--- src/rtl/sweep_pkg.sv ---
package sweep_pkg;
  typedef enum logic [1:0] {
    PH_UP     = 2'd0,
    PH_DOWN   = 2'd1,
    PH_SETTLE = 2'd2
  } sweep_phase_e;
endpackage

--- src/rtl/sysclk_tick.sv ---
module sysclk_tick #(
  parameter int SYNC_STAGES = 2
) (
  input  logic clk_i,
  input  logic rst_ni,
  input  logic sys_clk_i,
  output logic tick_o
);
  logic [SYNC_STAGES-1:0] sync_q;
  logic                   prev_q;

  always_ff @(posedge clk_i or negedge rst_ni) begin
    if (!rst_ni) sync_q[0] <= 1'b0;
    else         sync_q[0] <= sys_clk_i;
  end

  for (genvar g = 1; g < SYNC_STAGES; g++) begin : g_sync
    always_ff @(posedge clk_i or negedge rst_ni) begin
      if (!rst_ni) sync_q[g] <= 1'b0;
      else         sync_q[g] <= sync_q[g-1];
    end
  end

  always_ff @(posedge clk_i or negedge rst_ni) begin
    if (!rst_ni) prev_q <= 1'b0;
    else         prev_q <= sync_q[SYNC_STAGES-1];
  end

  assign tick_o = sync_q[SYNC_STAGES-1] & ~prev_q;

  // one opportunity per slow edge
  a_r7_single_pulse: assert property (@(posedge clk_i) disable iff (!rst_ni)
    tick_o |=> !tick_o);
endmodule

--- src/rtl/sweep_step.sv ---
module sweep_step #(
  parameter int CW_W      = 10,
  parameter int CENTRE    = 512,
  parameter int HALF_SPAN = 51,
  parameter int STEP      = 4
) (
  input  logic [CW_W-1:0] cw_i,
  input  logic            up_i,
  output logic [CW_W-1:0] nxt_o,
  output logic            at_lim_o
);
  localparam int LO = CENTRE - HALF_SPAN;
  localparam int HI = CENTRE + HALF_SPAN;
  localparam logic [CW_W:0] HI_X   = (CW_W+1)'(HI);
  localparam logic [CW_W:0] STEP_X = (CW_W+1)'(STEP);
  localparam logic [CW_W:0] DN_TH  = (CW_W+1)'(LO + STEP);

  logic [CW_W:0] sum;
  logic [CW_W:0] cw_x;

  assign cw_x = {1'b0, cw_i};
  assign sum  = cw_x + STEP_X;

  always_comb begin
    if (up_i) begin
      at_lim_o = (sum >= HI_X);
      nxt_o    = at_lim_o ? CW_W'(HI) : sum[CW_W-1:0];
    end else begin
      at_lim_o = (cw_x <= DN_TH);
      nxt_o    = at_lim_o ? CW_W'(LO) : cw_i - CW_W'(STEP);
    end
  end
endmodule

--- src/rtl/sweep_fsm.sv ---
module sweep_fsm
  import sweep_pkg::*;
#(
  parameter int CW_W      = 10,
  parameter int CENTRE    = 512,
  parameter int HALF_SPAN = 51
) (
  input  logic            clk_i,
  input  logic            rst_ni,
  input  logic            tick_i,
  input  logic            data_ok_i,
  input  logic            lock_i,
  input  logic [CW_W-1:0] nxt_i,
  input  logic            at_lim_i,
  output logic [CW_W-1:0] cw_o,
  output sweep_phase_e    phase_o
);
  localparam logic [CW_W-1:0] LO_W = CW_W'(CENTRE - HALF_SPAN);

  logic         run;
  sweep_phase_e phase_q, phase_d;
  logic [CW_W-1:0] cw_q, cw_d;

  assign run = tick_i & data_ok_i & ~lock_i;

  always_comb begin
    phase_d = phase_q;
    cw_d    = cw_q;
    if (run) begin
      unique case (phase_q)
        PH_UP: begin
          cw_d = nxt_i;
          if (at_lim_i) phase_d = PH_DOWN;
        end
        PH_DOWN: begin
          cw_d = nxt_i;
          if (at_lim_i) phase_d = PH_SETTLE;
        end
        default: phase_d = PH_UP;
      endcase
    end
  end

  always_ff @(posedge clk_i or negedge rst_ni) begin
    if (!rst_ni) begin
      phase_q <= PH_UP;
      cw_q    <= LO_W;
    end else begin
      phase_q <= phase_d;
      cw_q    <= cw_d;
    end
  end

  assign cw_o    = cw_q;
  assign phase_o = phase_q;

  a_r5_hold_on_lock: assert property (@(posedge clk_i) disable iff (!rst_ni)
    lock_i |=> ($stable(cw_q) && $stable(phase_q)));
  a_r6_hold_no_data: assert property (@(posedge clk_i) disable iff (!rst_ni)
    !data_ok_i |=> ($stable(cw_q) && $stable(phase_q)));
  a_r3_settle_one_tick: assert property (@(posedge clk_i) disable iff (!rst_ni)
    (run && phase_q == PH_SETTLE) |=> (phase_q == PH_UP && $stable(cw_q)));
  a_r2_turn_at_top: assert property (@(posedge clk_i) disable iff (!rst_ni)
    (run && phase_q == PH_UP && at_lim_i) |=> phase_q == PH_DOWN);
  a_r7_no_step_without_tick: assert property (@(posedge clk_i) disable iff (!rst_ni)
    !tick_i |=> $stable(cw_q));
endmodule

--- src/rtl/sweep_acq_ctrl.sv ---
module sweep_acq_ctrl
  import sweep_pkg::*;
#(
  parameter int CW_W        = 10,
  parameter int CENTRE      = 512,
  parameter int HALF_SPAN   = 51,
  parameter int STEP        = 4,
  parameter int SYNC_STAGES = 2
) (
  input  logic            clk_i,
  input  logic            rst_ni,
  input  logic            sys_clk_i,
  input  logic            data_ok_i,
  input  logic            lock_i,
  output logic [CW_W-1:0] ctrl_word_o,
  output logic            dir_up_o,
  output logic            sweeping_o
);
  localparam logic [CW_W-1:0] LO_W = CW_W'(CENTRE - HALF_SPAN);
  localparam logic [CW_W-1:0] HI_W = CW_W'(CENTRE + HALF_SPAN);

  logic            tick;
  logic [CW_W-1:0] cw, nxt;
  logic            at_lim;
  sweep_phase_e    phase;

  sysclk_tick #(.SYNC_STAGES(SYNC_STAGES)) i_tick (
    .clk_i     (clk_i),
    .rst_ni    (rst_ni),
    .sys_clk_i (sys_clk_i),
    .tick_o    (tick)
  );

  sweep_step #(.CW_W(CW_W), .CENTRE(CENTRE), .HALF_SPAN(HALF_SPAN), .STEP(STEP)) i_step (
    .cw_i     (cw),
    .up_i     (phase != PH_DOWN),
    .nxt_o    (nxt),
    .at_lim_o (at_lim)
  );

  sweep_fsm #(.CW_W(CW_W), .CENTRE(CENTRE), .HALF_SPAN(HALF_SPAN)) i_fsm (
    .clk_i     (clk_i),
    .rst_ni    (rst_ni),
    .tick_i    (tick),
    .data_ok_i (data_ok_i),
    .lock_i    (lock_i),
    .nxt_i     (nxt),
    .at_lim_i  (at_lim),
    .cw_o      (cw),
    .phase_o   (phase)
  );

  assign ctrl_word_o = cw;
  assign dir_up_o    = (phase != PH_DOWN);
  assign sweeping_o  = data_ok_i & ~lock_i & (phase != PH_SETTLE);

  a_r8_in_band: assert property (@(posedge clk_i) disable iff (!rst_ni)
    (ctrl_word_o >= LO_W) && (ctrl_word_o <= HI_W));
  a_r8_valid_phase: assert property (@(posedge clk_i) disable iff (!rst_ni)
    phase inside {PH_UP, PH_DOWN, PH_SETTLE});
endmodule

--- config.mk ---
export PLATFORM = sky130hd
export DESIGN_NAME = sweep_acq_ctrl
export DESIGN_NICKNAME = d
export VERILOG_FILES = /design/src/rtl/sweep_pkg.sv /design/src/rtl/sysclk_tick.sv /design/src/rtl/sweep_step.sv /design/src/rtl/sweep_fsm.sv /design/src/rtl/sweep_acq_ctrl.sv
export SDC_FILE = /design/constraint.sdc
export NUM_CORES = 1
export LEC_CHECK = 0
export BUFFER_PORTS_ARGS = -buffer_cell sky130_fd_sc_hd__buf_2
export CORE_UTILIZATION = 25
export DETAILED_ROUTE_END_ITERATION = 10
export PLACE_DENSITY = 0.5
export SYNTH_ARGS = -nofsm -noshare
export SYNTH_HDL_FRONTEND = slang
export SYNTH_SLANG_ARGS = --single-unit
--- constraint.sdc ---
create_clock -name clk_i -period 7 [get_ports clk_i]
set_clock_uncertainty 0.05 [all_clocks]
set_input_delay 1.4 -clock clk_i [delete_from_list [all_inputs] [get_ports clk_i]]
set_output_delay 1.4 -clock clk_i [all_outputs]
set_load 0.02 [all_outputs]
=== Word-level counts from Yosys, hierarchy flattened ===
Cells that the tools add are included.

* Register bits: 15
* Bits of input ports: 5
* Output and inout bits: 12

* $add $sub $neg: 2
* Order comparisons: 2
* Equal/unequal tests: 5
* Mux-type cells: 7
* Bitwise logic cells: 7
* Reductions and logical operators: 4

{| class="wikitable"
|+ Operators with widths
! cell !! count
|-
| two-way mux 10 bit || 3
|-
| adder 10 x 3 -> 11 bit (second input constant) || 1
|-
| >= comparator 11 x 10 -> 1 bit (second input constant) || 1
|-
| less-or-equal comparator 10 x 9 -> 1 bit (second input constant) || 1
|-
| subtractor 10 x 3 -> 10 bit (second input constant) || 1
|-
| != test 2 bit (second input constant) || 3
|-
| AND 1 bit || 5
|-
| two-way mux 2 bit || 2
|-
| case mux 2 bit (2 select lines) || 1
|-
| AND reduction 3 bit || 1
|-
| equality test 2 x 1 -> 1 bit (second input constant) || 1
|-
| logical NOT 2 bit || 1
|-
| != test 2 x 1 -> 1 bit (second input constant) || 1
|-
| NOT 1 bit || 2
|-
| AND reduction 2 bit || 1
|-
| OR reduction 2 bit || 1
|-
| two-way mux 1 bit || 1
|}

=== Longest topological paths before layout ===
* Depth in word-level cells: 5
* Mapped depth: 7
* Depth with buffers taken out: 7

=== Modules after synthesis ===
Synthesis repeated with hierarchy kept, for this count alone.

* Cells, all modules: 117
* Area, all modules: 1183.6 µm²

{| class="wikitable"
|+ Modules (own cells, without submodules)
! module !! times used !! cells an instance !! area each (µm²)
|-
| sweep_step || 1 || 79 || 583.1
|-
| sweep_fsm || 1 || 31 || 486.7
|-
| sysclk_tick || 1 || 4 || 88.8
|-
| sweep_acq_ctrl || 1 || 3 || 25.0
|}

=== Least setup slack after synthesis ===
Ideal clock, no wire load.

* Path kind: input to output
* From: in lock_i
* To: out sweeping_o
* Arrival time: 1.927 ns
* Data required time: 5.550 ns
* Path slack: 3.623 ns
* Cell stages on the path: 1
* Path through: nor3b_1

* Word-level cells in the longest chain between the ends: 3

{| class="wikitable"
|+ Ends and longest elaborated chain
! element !! line !! RTL
|-
| start, declared || sweep_acq_ctrl.sv:14 || <nowiki>input logic lock_i,</nowiki>
|-
| NOT 1 bit || sweep_acq_ctrl.sv:55 || <nowiki>assign sweeping_o = data_ok_i & ~lock_i & (phase != PH_SETTLE);</nowiki>
|-
| AND 1 bit (2 in series) || sweep_acq_ctrl.sv:55 ||
|-
| end, declared || sweep_acq_ctrl.sv:17 || <nowiki>output logic sweeping_o</nowiki>
|}

Every way passes these cells.

=== Final worst setup path ===
Ends and elaborated chain as after synthesis.

==> impl_metrics.tcl <==
set metrics [dict create \
    outcome "finished clean" \
    cts_tree "yes" \
    drtIter0Drc 56 \
    placedInstanceArea_mm2 0.00125 \
    die_w_um 70.2 \
    wire_per_inst_um 15.4 \
    min-delay-start "i_tick.sync_q[0]" \
    worst_ep_required_time_ps 5550 \
    coreArea_mm2 0.00441 \
    clockBufferDepth 2 \
    r2r_cells 7 \
    slew_viol_final 0 \
    hold_viol_final 0 \
    min_path_cells 0 \
    insertion_delay_ps 250 \
    cts_max_level 1 \
    rrSetupSlack_ps 4560 \
    r2r-end "i_fsm.phase_o[0]" \
    netlist_area_mm2 0.00116 \
    final_cell_mix "buf_2, o21ai_0, dfrtp_1" \
    route.detailed.drc 0 \
    die_h_um 70.2 \
    grt_max_degree 16 \
    first_pass_iters 4 \
    cts_resized 0 \
    grt.total_usage_pct 12.2 \
    ys.flop_type "dfrtp_1" \
    hold_end "i_tick.sync_q[1]" \
    row_count 24 \
    grt_pass1_wl_um 4810 \
    fp.dieArea_mm2 0.00493 \
    synth_cell_types 51 \
    place_ws_ps 3660 \
    path_class "in2out" \
    numPortBuffers 16 \
    synth_area_leaders "dfrtp_1, dfstp_2, o21ai_0, o311ai_2, ha_1" \
    cts_hold_buf 0 \
    max-slew-margin-rel_pct 65.2 \
    max-cap-violations 0 \
    ys_warn_count 0 \
    cts_setup_buffers 0 \
    p_leak_nw 0.545 \
    fin_nets 143 \
    worst_slew_pin_slew_ps 521 \
    rsz0062_at_grt "no" \
    tns_ps 0 \
    hp-class "reg2reg" \
    diodes 0 \
    worst_slack_ps 3670 \
    worstReg2RegStart "i_fsm.cw_o[2]" \
    max_clock_freq_mhz 300 \
    synth_seq_area_share_pct 32.9 \
    overflow 0 \
    place_hpwl_um 2080 \
    finalCriticalPeriod_ps 3330 \
    cts_made_buffers 3 \
    final_core_util_pct 29.5 \
    arrival_ps 1880 \
    wirelength_um 2860 \
    clockRootBuffer "clkbuf_8" \
    cts.clk_slew.worst_paths_ps 60 \
    syn_nets 130 \
    viasPerCell 5.67 \
    antenna_found_initial 0 \
    gp_congestion 0.791 \
    setup_viol 0 \
    synth_edf_count 0 \
    yosys.area.top_type "dfrtp_1" \
    cp-end-kind "primary output" \
    start_kind "input port" \
    ant_nets 0 \
    synth_seq_cells 15 \
    path_max_fanout 3 \
    final_layout_size_suffix_gt1_share_pct 30.6 \
    clock_sinks 15 \
    powerDensity_mw_per_mm2 264 \
    fin_area_mm2 0.00130 \
    areaGrowthSynthToFinish_pct 11.8 \
    synth_area_per_cell_um2 9.54 \
    synth_top_area_share_pct 19.4 \
    async_reset_ff_share_pct 100 \
    ir_drop_mv 0.107 \
    syn_inst 122 \
    final_common_cell "buf_2" \
    finalCritPeriodShare_pct 47.6 \
    vias 1055 \
    io_pins 17 \
    initial_core_util_pct 26.4 \
    grt_pass1_vias 998 \
]
## cells in the mapped netlist (4+ instances only)
cell type   n
inv_1       4
buf_2       4
nand3_1     4
nor3_1      4
nand2_1     8
a21oi_1     5
nor2_1      6
dfstp_2     6
o21ai_0    11
a211o_1     4
dfrtp_1     9
## critical path, cell delays in order
cell and delay [ps]:
buf_2 110, nor3b_1 180, buf_2 190
## how the worst max path moves through the flow
stage,from,to,cells past startpoint
after global routing,lock_i,sweeping_o,3
after floorplan,lock_i,sweeping_o,1
after CTS,lock_i,sweeping_o,3
after global placement,lock_i,sweeping_o,3
after detailed placement,lock_i,sweeping_o,3
final,lock_i,sweeping_o,3
## where the power goes
part           total, mW  leakage, nW  internal [mW]  switching (mW)
Clock             0.0720       0.0255         0.0394          0.0325
Combinational      0.138        0.341         0.0573          0.0803
Sequential         0.134        0.179          0.103          0.0312
Total              0.343        0.545          0.199           0.144
## sequential cells by signal (all words and copies together), names as in the netlist
name	count
i_fsm.cw_o	10
i_fsm.phase_o	2
i_tick.prev_q	1
i_tick.sync_q	2
## area by class of cell
type / count / area (µm²)
Clock buffer: 3 / 41.3
Clock inverter: 1 / 5.00
Fill cell: 466 / 3110
Inverter: 5 / 18.8
Multi-Input combinational cell: 94 / 708
Sequential cell: 15 / 383
Tap cell: 52 / 65.1
Timing Repair Buffer: 16 / 80.1
## through the flow
stage | hold slack [ps] | instances | power [mW]
after CTS | 309 | 186 | 0.347
after global routing | 313 | 186 | 0.367
after global placement | 296 | 182 | 0.269
after detailed placement | 295 | 182 | 0.273
after floorplan | 281 | 122 | 0.244
final | 305 | 186 | 0.343
## cells by family (layout without fill, tap and decap cells)
logic type	Yosys count	count (layout)	synth area share (%)
DFF	15	15	32.9
muxes	2	2	1.72
xor gates and xnor gates	1	1	1.40
and+or+nand+nor	45	45	24.9
adders and majority gates	3	3	3.23
AOI/OAI and AO/OA	43	43	29.6
buffers and inverters	13	25	6.24
## layer usage
metal | vias to the layer above | GRT usage (%) | wire, µm
met5 | - | 0 | 0
met4 | 0 | 3.78 | 12
met3 | 2 | 2.89 | 135
met2 | 34 | 18.1 | 1330
met1 | 521 | 17.3 | 1390
li1 | 498 | - | -
Note: power is estimated with default switching activity, not from simulation.
